### src/rtl/dwb_pkg.sv
package dwb_pkg;

   typedef struct packed {
      logic in_x;
      logic out_x;
   } dwb_dir_t;

   // odd number of simultaneous strobes inverts the ready flag
   function automatic logic dwb_odd(input logic [3:0] v);
      return ^v;
   endfunction

endpackage

### src/rtl/dwb_ready_ovr.sv
module dwb_ready_ovr
   import dwb_pkg::*;
#(
   parameter int N_STB = 4
) (
   input  logic             clk,
   input  logic             rst_n,
   input  logic [N_STB-1:0] stb,      // {ctl_out, ctl_in, cpu_wr, cpu_rd}
   input  logic             get_cmd,
   input  logic             wait_force,
   output logic             ready_q,
   output logic             ovr_q
);
   localparam int IDX_CIN  = 2;
   localparam int IDX_COUT = 3;

   if (N_STB != 4) begin : g_bad_stb
      $error("dwb_ready_ovr: strobe vector must be 4 wide");
   end

   logic ovr_hit;
   assign ovr_hit = (stb[IDX_CIN] & ready_q) | (stb[IDX_COUT] & ~ready_q);

   always_ff @(posedge clk) begin
      if (!rst_n) begin
         ready_q <= 1'b0;
         ovr_q   <= 1'b0;
      end else begin
         if (get_cmd)         ready_q <= 1'b0;
         else if (wait_force) ready_q <= 1'b1;
         else if (dwb_odd(stb)) ready_q <= ~ready_q;

         if (get_cmd)      ovr_q <= 1'b0;
         else if (ovr_hit) ovr_q <= 1'b1;
      end
   end
endmodule

### src/rtl/dwb_xfer_ctl.sv
module dwb_xfer_ctl
   import dwb_pkg::*;
(
   input  logic     clk,
   input  logic     rst_n,
   input  logic     sio_start,
   input  logic     sio_end,
   input  logic     tgl_in,
   input  logic     tgl_out,
   input  logic     eot,
   input  logic     cpu_wr,
   input  logic     ctl_in,
   input  logic     ctl_out,
   input  logic     get_cmd,
   input  logic     abort,
   output logic     busy_q,
   output dwb_dir_t dir_q,
   output logic     err_q,
   output logic     eod_flag_q
);
   logic active, mismatch, kill, eod_mark, eod_raise;

   assign active    = dir_q.in_x | dir_q.out_x;
   assign mismatch  = active & ((ctl_in & ~dir_q.in_x) | (ctl_out & ~dir_q.out_x));
   assign kill      = abort & busy_q;
   assign eod_mark  = (eot & tgl_in & dir_q.in_x) | (eot & tgl_out & cpu_wr) | kill;

   logic eod_q;
   assign eod_raise = (eot & tgl_in & dir_q.in_x) | (eod_q & ctl_out) | kill;

   always_ff @(posedge clk) begin
      if (!rst_n) begin
         busy_q     <= 1'b0;
         dir_q      <= '0;
         err_q      <= 1'b0;
         eod_q      <= 1'b0;
         eod_flag_q <= 1'b0;
      end else begin
         if (sio_end)        busy_q <= 1'b0;
         else if (sio_start) busy_q <= 1'b1;

         if (kill) begin
            dir_q <= '0;
         end else begin
            if (tgl_in)  dir_q.in_x  <= ~dir_q.in_x;
            if (tgl_out) dir_q.out_x <= ~dir_q.out_x;
         end

         if (abort | mismatch) err_q <= 1'b1;
         else if (sio_start)   err_q <= 1'b0;

         if (eod_mark)     eod_q <= 1'b1;
         else if (get_cmd) eod_q <= 1'b0;

         if (eod_raise)    eod_flag_q <= 1'b1;
         else if (get_cmd) eod_flag_q <= 1'b0;
      end
   end
endmodule

### src/rtl/dwb_retry.sv
module dwb_retry #(
   parameter int RETRY_W = 4
) (
   input  logic               clk,
   input  logic               rst_n,
   input  logic               load,
   input  logic [RETRY_W-1:0] load_val,
   input  logic               dev_end_ev,
   input  logic               sio_start,
   input  logic               sio_end,
   input  logic               get_cmd,
   output logic [RETRY_W-1:0] cnt_q,
   output logic               dev_end_q,
   output logic               jump_q,
   output logic               irq_q,
   output logic               abort_q
);
   localparam logic [RETRY_W-1:0] CNT_ONE = RETRY_W'(1);

   logic exhausted;
   assign exhausted = dev_end_ev & (cnt_q == '0);

   always_ff @(posedge clk) begin
      if (!rst_n) begin
         cnt_q     <= '0;
         dev_end_q <= 1'b0;
         jump_q    <= 1'b0;
         irq_q     <= 1'b0;
         abort_q   <= 1'b0;
      end else begin
         if (sio_end)                          cnt_q <= '0;
         else if (load)                        cnt_q <= load_val;
         else if (dev_end_ev && cnt_q != '0)   cnt_q <= cnt_q - CNT_ONE;

         if (dev_end_ev)                  dev_end_q <= 1'b1;
         else if (sio_start || get_cmd)   dev_end_q <= 1'b0;

         if (dev_end_ev)                  jump_q <= 1'b1;
         else if (sio_start || get_cmd)   jump_q <= 1'b0;

         if (exhausted)      irq_q <= 1'b1;
         else if (sio_start) irq_q <= 1'b0;

         abort_q <= exhausted;
      end
   end
endmodule

### src/rtl/disc_word_buffer.sv
module disc_word_buffer
   import dwb_pkg::*;
#(
   parameter int DATA_W  = 16,
   parameter int RETRY_W = 4
) (
   input  logic               clk,
   input  logic               rst_n,
   input  logic               cpu_rd_stb,
   input  logic               cpu_wr_stb,
   input  logic [DATA_W-1:0]  cpu_wdata,
   input  logic               ctl_in_stb,
   input  logic               ctl_out_stb,
   input  logic [DATA_W-1:0]  ctl_din,
   input  logic               ctl_get_cmd,
   input  logic               ctl_set_retry,
   input  logic               ctl_dev_end,
   input  logic               wait_ld,
   input  logic               wait_bit,
   input  logic               tgl_in_xfer,
   input  logic               tgl_out_xfer,
   input  logic               eot,
   input  logic               sio_start,
   input  logic               sio_end,
   input  logic               abort_req,
   output logic [DATA_W-1:0]  buf_word,
   output logic               data_ready,
   output logic               ovr_to_ctl,
   output logic               xfer_err,
   output logic               eod_to_ctl,
   output logic               in_xfer,
   output logic               out_xfer,
   output logic               sio_busy,
   output logic               chan_sr,
   output logic [RETRY_W-1:0] retry_cnt,
   output logic               dev_end,
   output logic               jump_met,
   output logic               irq,
   output logic               abort_chan
);
   localparam int N_STB = 4;

   if (RETRY_W < 1 || RETRY_W > DATA_W) begin : g_bad_retry
      $error("disc_word_buffer: RETRY_W must lie in 1..DATA_W");
   end

   logic [DATA_W-1:0] buf_q;
   logic              sr_q;
   logic              ovr_raw;
   dwb_dir_t          dir;

   always_ff @(posedge clk) begin
      if (!rst_n) begin
         buf_q <= '0;
         sr_q  <= 1'b0;
      end else begin
         if (ctl_in_stb)      buf_q <= ctl_din;
         else if (cpu_wr_stb) buf_q <= cpu_wdata;
         sr_q <= ctl_get_cmd;
      end
   end

   dwb_ready_ovr #(.N_STB(N_STB)) u_ready (
      .clk        (clk),
      .rst_n      (rst_n),
      .stb        ({ctl_out_stb, ctl_in_stb, cpu_wr_stb, cpu_rd_stb}),
      .get_cmd    (ctl_get_cmd),
      .wait_force (wait_ld & wait_bit),
      .ready_q    (data_ready),
      .ovr_q      (ovr_raw)
   );

   dwb_xfer_ctl u_xfer (
      .clk        (clk),
      .rst_n      (rst_n),
      .sio_start  (sio_start),
      .sio_end    (sio_end),
      .tgl_in     (tgl_in_xfer),
      .tgl_out    (tgl_out_xfer),
      .eot        (eot),
      .cpu_wr     (cpu_wr_stb),
      .ctl_in     (ctl_in_stb),
      .ctl_out    (ctl_out_stb),
      .get_cmd    (ctl_get_cmd),
      .abort      (abort_req),
      .busy_q     (sio_busy),
      .dir_q      (dir),
      .err_q      (xfer_err),
      .eod_flag_q (eod_to_ctl)
   );

   dwb_retry #(.RETRY_W(RETRY_W)) u_retry (
      .clk        (clk),
      .rst_n      (rst_n),
      .load       (ctl_set_retry),
      .load_val   (ctl_din[RETRY_W-1:0]),
      .dev_end_ev (ctl_dev_end),
      .sio_start  (sio_start),
      .sio_end    (sio_end),
      .get_cmd    (ctl_get_cmd),
      .cnt_q      (retry_cnt),
      .dev_end_q  (dev_end),
      .jump_q     (jump_met),
      .irq_q      (irq),
      .abort_q    (abort_chan)
   );

   assign buf_word   = buf_q;
   assign chan_sr    = sr_q;
   assign in_xfer    = dir.in_x;
   assign out_xfer   = dir.out_x;
   assign ovr_to_ctl = ovr_raw & ~xfer_err;
endmodule

### config.mk
export PLATFORM = sky130hd
export DESIGN_NAME = disc_word_buffer
export DESIGN_NICKNAME = d
export VERILOG_FILES = /design/src/rtl/dwb_pkg.sv /design/src/rtl/dwb_ready_ovr.sv /design/src/rtl/dwb_xfer_ctl.sv /design/src/rtl/dwb_retry.sv /design/src/rtl/disc_word_buffer.sv
export SDC_FILE = /design/constraint.sdc
export NUM_CORES = 1
export LEC_CHECK = 0
export ABC_AREA = 1
export BUFFER_PORTS_ARGS = -buffer_cell sky130_fd_sc_hd__buf_2
export CORE_ASPECT_RATIO = 1.75
export CORE_MARGIN = 2
export CORE_UTILIZATION = 45
export DETAILED_ROUTE_END_ITERATION = 6
export GPL_ROUTABILITY_DRIVEN = 0
export PLACE_DENSITY = 0.9
export SYNTH_ARGS = -nofsm -noshare
export SYNTH_HDL_FRONTEND = slang
export SYNTH_SLANG_ARGS = --single-unit
### constraint.sdc
create_clock -name clk -period 1.4 [get_ports clk]
set_clock_uncertainty 0.05 [all_clocks]
set_input_delay 0.07 -clock clk [delete_from_list [all_inputs] [get_ports clk]]
set_output_delay 0.07 -clock clk [all_outputs]
set_load 0.01 [all_outputs]
### After elaboration in Yosys (flattened, before gate mapping)

Cells that the tools add are included.

* register bits after elaboration: 32
* latch bits: 0
* bits in writable memories: 0
* ROM bits: 0
* input port bits: 49
* output and inout port bits: 32
* word-level logic and storage cells: 72
* memories: 0

* add/sub/neg operators: 1
* $mul: 0
* divide/modulo/power cells: 0
* $lt $le $gt $ge: 0
* eq/ne operators: 0
* shift operators: 0
* multiplexer cells: 14
* bitwise gates (word level): 27
* reductions and logical operators: 16

Operators by type and width (count)
* $mux W16: 2
* $reduce_bool A2 Y1: 8
* $and A1 B1 Y1: 14
* $mux W1: 10
* $mux W4: 2
* $or A1 B1 Y1: 8
* $reduce_or A2 Y1: 3
* $not A1 Y1: 5
* $logic_not A4 Y1: 1
* $reduce_bool A4 Y1: 1
* $reduce_xor A4 Y1: 1
* $sub A4 B1 Y4 const B: 1
* $logic_and A1 B1 Y1: 1
* $logic_or A1 B1 Y1: 1

### Logic depth before layout (Yosys ltp)

Gate-level depths: netlist of run 1.

* depth in word-level cells: 6
* depth in mapped cells: 9
* gate-level depth less buffers: 9

### Hierarchy

From an unflattened synthesis of run 1, not the netlist that was laid out.

* cell total of the unflattened synthesis: 248
* area, all modules: 1664.1 µm²

By module, submodules not included
* disc_word_buffer: instances 1, cells each 129, area an instance 850.8 µm², sequential area each 340.3 µm²
* dwb_retry: instances 1, cells each 54, area an instance 376.6 µm², sequential area each 140.1 µm²
* dwb_xfer_ctl: instances 1, cells each 36, area an instance 266.5 µm², sequential area each 120.1 µm²
* dwb_ready_ovr: instances 1, cells each 29, area an instance 170.2 µm², sequential area each 40.0 µm²

### Worst setup path after synthesis of run 1

Ideal clock, no wire load.

* path kind: reg-to-reg
* start point: register u_retry.cnt_q[0]
* end point: register u_retry.cnt_q[2]
* library setup time: 119 ps
* arrival: 1059 ps
* data required time: 1231 ps
* slack: 171 ps
* cell stages (with the launch flop): 9
* buffers on the path: 0
* clock period less this slack: 1229 ps
* path through: dfxtp_1 -> inv_1 -> ha_1 -> nand3_2 -> nand2_2 -> nand2_2 -> inv_2 -> nand2_1 -> a21oi_1

* cells in the longest elaborated chain, start to end: 3
* elaborated cells between the ends (all ways): 6
* those cells by class: add/sub: 1; mux: 2; reduce/logical: 3

Ends and longest elaborated chain
* start, declared: RTL line dwb_retry.sv:12 `output logic [RETRY_W-1:0] cnt_q,`
* start signal, assigned: RTL line dwb_retry.sv:32 `else if (load) cnt_q <= load_val;`
* start signal, assigned: RTL line dwb_retry.sv:33 `else if (dev_end_ev && cnt_q != '0) cnt_q <= cnt_q - CNT_ONE;`
* $sub A4 B1 Y4 / $reduce_bool A4 Y1 (equally long branches): RTL line dwb_retry.sv:33
* $mux W4 / $logic_and A1 B1 Y1 (equally long branches): RTL line dwb_retry.sv:33
* $mux W4 / $reduce_bool A2 Y1 (equally long branches)

Several ways; a longest one is shown, not always the timed one. The select of a mux whose other input is x is not followed.
A chain may end at the register's enable or synchronous reset.

### Worst setup path after layout of run 1

Same ends and word-level chain as after synthesis.

==> results of run 1 <==
==> worst reg2reg max path, delay by kind of cell (launching register included) <==
family / cells / cell delay (ps)
AND/OR/NAND/NOR: 4 / 330
flip-flops: 1 / 370
buffers and inverters: 2 / 140
AO/OA/AOI/OAI: 1 / 60
adder cells (fa/ha/maj): 1 / 230
==> power by group <==
| part | internal (W) | switching, W |
|---|---|---|
| registers | 0.000973 | 0.0000365 |
| clock network | 0.000400 | 0.000314 |
| logic | 0.000185 | 0.000233 |
==> metal layers <==
| metal | vias up | share of wire (%) | GRT usage, % |
|---|---|---|---|
| li1 | 893 | - | - |
| met5 | - | 0 | 0 |
| met2 | 58 | 56 | 39.7 |
| met4 | 0 | 2.3 | 12.5 |
| met1 | 768 | 37 | 18.7 |
| met3 | 8 | 5.0 | 3.42 |
==> cell type report <==
cell class / count / area, um2 / share of cell area [%]
tap: 45 / 56.3 / 2.65
inverter: 42 / 158 / 7.43
sequential: 32 / 641 / 30.2
timing repair buffer: 86 / 450 / 21.2
multi-input combinational: 152 / 726 / 34.2
clock buffer: 8 / 90.1 / 4.25
==> state kept, by name, summed over array words and instances, names as in the netlist <==
| signal | cells |
|---|---|
| u_retry.dev_end_q | 1 |
| u_retry.cnt_q | 4 |
| u_retry.irq_q | 1 |
| u_ready.ready_q | 1 |
| u_xfer.dir_q | 2 |
| buf_word | 16 |
| chan_sr | 1 |
| u_xfer.busy_q | 1 |
| u_xfer.eod_q | 1 |
| u_xfer.err_q | 1 |
| u_xfer.eod_flag_q | 1 |
| u_retry.abort_q | 1 |
| u_ready.ovr_q | 1 |
==> per-stage QoR <==
stage | worst slack, ps | util [%] | hold slack, ps | instances | instance area, um2
global placement | 186 | 59.2 | 220 | 355 | 2010
CTS | 110 | 62.4 | 21.4 | 365 | 2120
detailed placement | 123 | 59.2 | 223 | 355 | 2010
global route | 2.25 | 62.4 | 49.0 | 365 | 2120
floorplan | 171 | - | 113 | 235 | 1610
finish | 121 | 62.4 | 30.4 | 365 | 2120
==> cells by family (layout without fill, tap and decap cells) <==
logic type | count (synthesis) | count (layout) | synth area share, %
buffers and inverters | 51 | 136 | 15.2
XOR/XNOR | 3 | 3 | 1.63
AND/OR/NAND/NOR | 132 | 132 | 36.6
flip-flops | 32 | 32 | 39.8
adder cells (fa/ha/maj) | 1 | 1 | 0.776
AO/OA/AOI/OAI | 16 | 16 | 5.98
==> worst min path at each step <==
stage	start	depth (start not counted)	slack, ps	end
final	tgl_out_xfer	3	30	u_xfer.dir_q[0]
after global routing	tgl_in_xfer	3	50	u_xfer.dir_q[1]
after CTS	tgl_out_xfer	3	20	u_xfer.dir_q[0]
after detailed placement	ctl_get_cmd	3	220	chan_sr
after global placement	ctl_get_cmd	3	220	chan_sr
after floorplan	ctl_get_cmd	2	110	chan_sr
==> layout by cell type, fill, tap and decap left out, types with 2 or more instances in the layout <==
cell type,count
xnor2_1,2
buf_4,4
a22oi_1,2
o21ai_0,5
nand3_1,37
nor2_1,8
clkbuf_1,2
clkbuf_8,6
dlygate4sd3_1,2
inv_1,41
a21oi_1,5
nand2_1,74
dfxtp_1,32
nand2_2,5
buf_2,80
nor3_1,2
==> results.yml, run 1 <==
power:
  power.leakage_nw: 1.27
  powerDensity_mw_per_mm2: 1010
  ir_drop_uv: 676
  report.power.total_w: 0.00214
synth:
  netlist_top_cells_count: "74 x nand2_1, 41 x inv_1, 37 x nand3_1"
  ys_top_cells_by_area: "dfxtp_1 40%, nand2_1 17%, nand3_1 11%, inv_1 9.5%, buf_4 2.8%"
  seq_area_frac_synth_pct: 39.8
  post_synth_instance_area_mm2: 0.00161
  ys.flop_type: "dfxtp_1"
  synth_seq_cells: 32
  synth_edf_count: 0
  avgSynthCellArea_um2: 6.86
  yosys.cell_types.count: 27
  ys_warn_count: 0
  synth_top_area_cell: "dfxtp_1"
  ys_async_sr_fraction_pct: 0
  synth.top_cell.area_share_pct: 39.8
  netlist_instances: 235
  synth_most_common_cell: "nand2_1"
  syn_nets: 285
timing:
  rsz0062_at_grt: "false"
  final-setup-viol-count: 0
  fmax_mhz: 782
  slew_headroom_pct: 68.9
  maxSlewViolCount: 0
  tightest_slew_ps: 466
  finalHoldViolCount: 0
  period_minus_slack_ps: 1280
  setup_tns_ps: 0
  post-route-period-util_pct: 91.4
floorplanning:
  initial_core_util_pct: 47.4
  die_h_um: 83.2
  design.die.area_mm2: 0.00409
  ios: 81
  num_rows: 28
  core_area_mm2: 0.00340
  die_w_um: 49.2
clock_network:
  numCtsBuffers: 5
  cts_tree: "done"
  hold_buffers: 2
  clkSinkCount: 32
  h-tree-depth: 2
  clock_latency_ps: 270
  ctsResizeCount: 0
  clkTransAtPathRegs_ps: 60
  cts_root_buffer: "clkbuf_8"
  post_cts.repair.setup_buffers: 0
  ctsLongestPathBuffers: 2
grt:
  grt_max_degree: 21
  overflow: 0
  grt_usage_pct: 20.5
  first_global_vias: 1705
  grt_pass1_wl_um: 6690
  antenna_found_initial: 0
critical_path:
  cp_top_family: "flip-flops"
  cp-endpoint: "u_retry.cnt_q[2]"
  crit_fanout: 4
  worst-path-buf-inv: 2
  worstRegToRegCells: 8
  worstReg2RegEnd: "u_retry.cnt_q[2]"
  r2r_slack_ps: 120
  end_kind: "flip-flop"
  slowest_delay_ps: 370
  crit_start: "u_retry.cnt_q[0]"
  cp_num_cells: 8
  crit_arrival_ps: 1390
  crit_chain: "inv_1 -> ha_1 -> nand3_2 -> nand2_2 -> nand2_2 -> inv_2 -> nand2_1 -> a21oi_1"
  critPathSlowestCell: "dfxtp_1"
  critPathKind: "reg2reg"
  required_ps: 1510
  r2r-start: "u_retry.cnt_q[0]"
  crit_top_cell: "nand2_2"
  cp-start-kind: "flip-flop"
job:
  drv_cap: 0
layout:
  fillerInstances: 336
  drive_gt1_share_pct: 30.6
  insertedDiodeCount: 0
  areaGrowthSynthToFinish_pct: 31.6
  final_net_count: 369
drt:
  antenna_left: 0
  drc: 0
  wl_per_cell_um: 11.1
  wl_um: 4070
  vias: 1727
  vias_per_cell: 4.73
  drtIter0Drc: 36
  first_pass_iters: 4
hold_path:
  holdCritPathClass: "in2reg"
run_status:
  status: "finished, final reports clean"
place:
  portBuffers: 80
  dpl.hpwl_um: 3130
Note: power is estimated with default switching activity, not from simulation.
==> run 2, diff against run 1 <==
clock period = 1.3 ns   (was 1.4 ns; I/O delays follow)
==> results.yml, run 2 (synthesis results as in run 1) <==
layout:
  areaGrowthSynthToFinish_pct: 33.3
  final_net_count: 371
  layout_commonest_cell: "buf_2"
  final_cell_mix: "80 x buf_2, 74 x nand2_1, 39 x inv_1"
  drive_gt1_share_pct: 33.2
  final_util_pct: 63.2
  insertedDiodeCount: 0
  fin_area_mm2: 0.00215
  largest_reg_flops: 16
floorplanning:
  die_h_um: 83.2
  core_area_mm2: 0.00340
  die_w_um: 49.2
  initial_core_util_pct: 47.4
  design.die.area_mm2: 0.00409
  ios: 81
  num_rows: 28
power:
  p_comb_share_pct: 19.8
  p_clk_share_pct: 33.4
  power.leakage_nw: 1.29
  ir_drop_uv: 735
  swShare_pct: 27.8
  p_sw_w: 0.000647
  p_int_w: 0.00168
  powerDensity_mw_per_mm2: 1080
  p_seq_share_pct: 46.8
clock_network:
  clock_latency_ps: 280
  cts_tree: "done"
  numCtsBuffers: 5
  ctsLongestPathBuffers: 2
  cts_root_buffer: "clkbuf_8"
  h-tree-depth: 2
  clkSinkCount: 32
  clkTransAtPathRegs_ps: 70
job:
  drv_cap: 0
grt:
  antenna_found_initial: 0
  grt_pass1_wl_um: 6630
  grt_max_degree: 21
  grt_usage_pct: 20.1
  grt_use_met1_pct: 18.3
  top_usage_layer: "met2"
  met2_usage_pct: 40.9
  overflow: 0
  grt.met3_usage_pct: 3.24
  first_global_vias: 1668
drt:
  antenna_left: 0
  vias_per_cell: 4.75
  wl_per_cell_um: 11.0
  wl_um: 4050
  first_pass_iters: 4
  drtIter0Drc: 31
  drc: 0
  vias: 1743
place:
  portBuffers: 80
  postPlaceCellArea_mm2: 0.00201
  dpl.hpwl_um: 3160
  dp_slack_ps: 12.0
critical_path:
  critPathKind: "reg2reg"
  cp-start-kind: "flip-flop"
  crit_fanout: 3
  required_ps: 1470
  crit_arrival_ps: 1400
  end_kind: "flip-flop"
run_status:
  status: "finished, final reports clean"
timing:
  fmax_mhz: 814
  maxSlewViolCount: 0
  fin_ws_ps: 71.1
  setup_tns_ps: 0
  post-route-period-util_pct: 94.5
  tightest_slew_ps: 458
  period_minus_slack_ps: 1230
  final-setup-viol-count: 0
  slew_headroom_pct: 69.5
  finalHoldViolCount: 0
hold_path:
  holdCritPathClass: "in2reg"
run 2: worst paths after layout:
kind / start / to / slack (ps) / cells after the start
worst max register to register: u_retry.cnt_q[0] / u_retry.cnt_q[2] / 70 / 8
worst max-delay path: u_retry.cnt_q[0] / u_retry.cnt_q[2] / 70 / 8
worst min-delay path: tgl_in_xfer / u_xfer.dir_q[1] / 20 / 4
worst min register to register: u_retry.dev_end_q / u_retry.dev_end_q / 420 / 2
run 2: power by group through the flow:
stage | Clock [W] | Combinational [W] | Sequential [W]
6_report | 0.000775 | 0.000460 | 0.00109
2_1_floorplan | 0 | 0.000244 | 0.00114
3_5_place_dp | 0 | 0.000449 | 0.00111
5_1_grt | 0.000839 | 0.000515 | 0.00110
3_3_place_gp | 0 | 0.000437 | 0.00111
4_1_cts | 0.000798 | 0.000455 | 0.00109
run 2: repair_timing:
item | CTS | global route
pin swaps | 0 | 1
hold endpoints to repair | 3 | 0
hold buffers | 2 | 0
endpoints found under the setup margin | 3 | 4
resized for setup | 1 | 5
buffers inserted | 0 | 2
run 2: layout make-up:
| cell class | count | area, um2 |
|---|---|---|
| fill | 347 | 1250 |
| multi-input combinational | 152 | 733 |
| sequential | 32 | 643 |
| timing repair buffer | 88 | 465 |
| inverter | 42 | 158 |
| clock buffer | 6 | 82.6 |
| tap | 45 | 56.3 |
| clock inverter | 2 | 10.0 |
run 2: per-stage QoR:
stage | cells | hold slack [ps] | power [W]
final | 367 | 22.4 | 0.00232
after global routing | 367 | 38.4 | 0.00245
after CTS | 365 | 11.0 | 0.00234
after detailed placement | 355 | 221 | 0.00156
after global placement | 355 | 216 | 0.00154
after floorplan | 235 | 108 | 0.00138
run 2: worst max-delay path, stage by stage, from the launching register on:
cell and delay [ps]:
dfxtp_2 350, inv_2 50, ha_2 190, buf_4 130, xor2_1 130, nand2_1 70
nand2_1 60, nand2_1 40, a21oi_1 100
run 2: per-layer routing:
metal	part of all wire, %	vias to the layer above
met5	0	-
met3	5.2	9
met2	56	55
met1	36	779
li1	-	900
met4	2.3	0
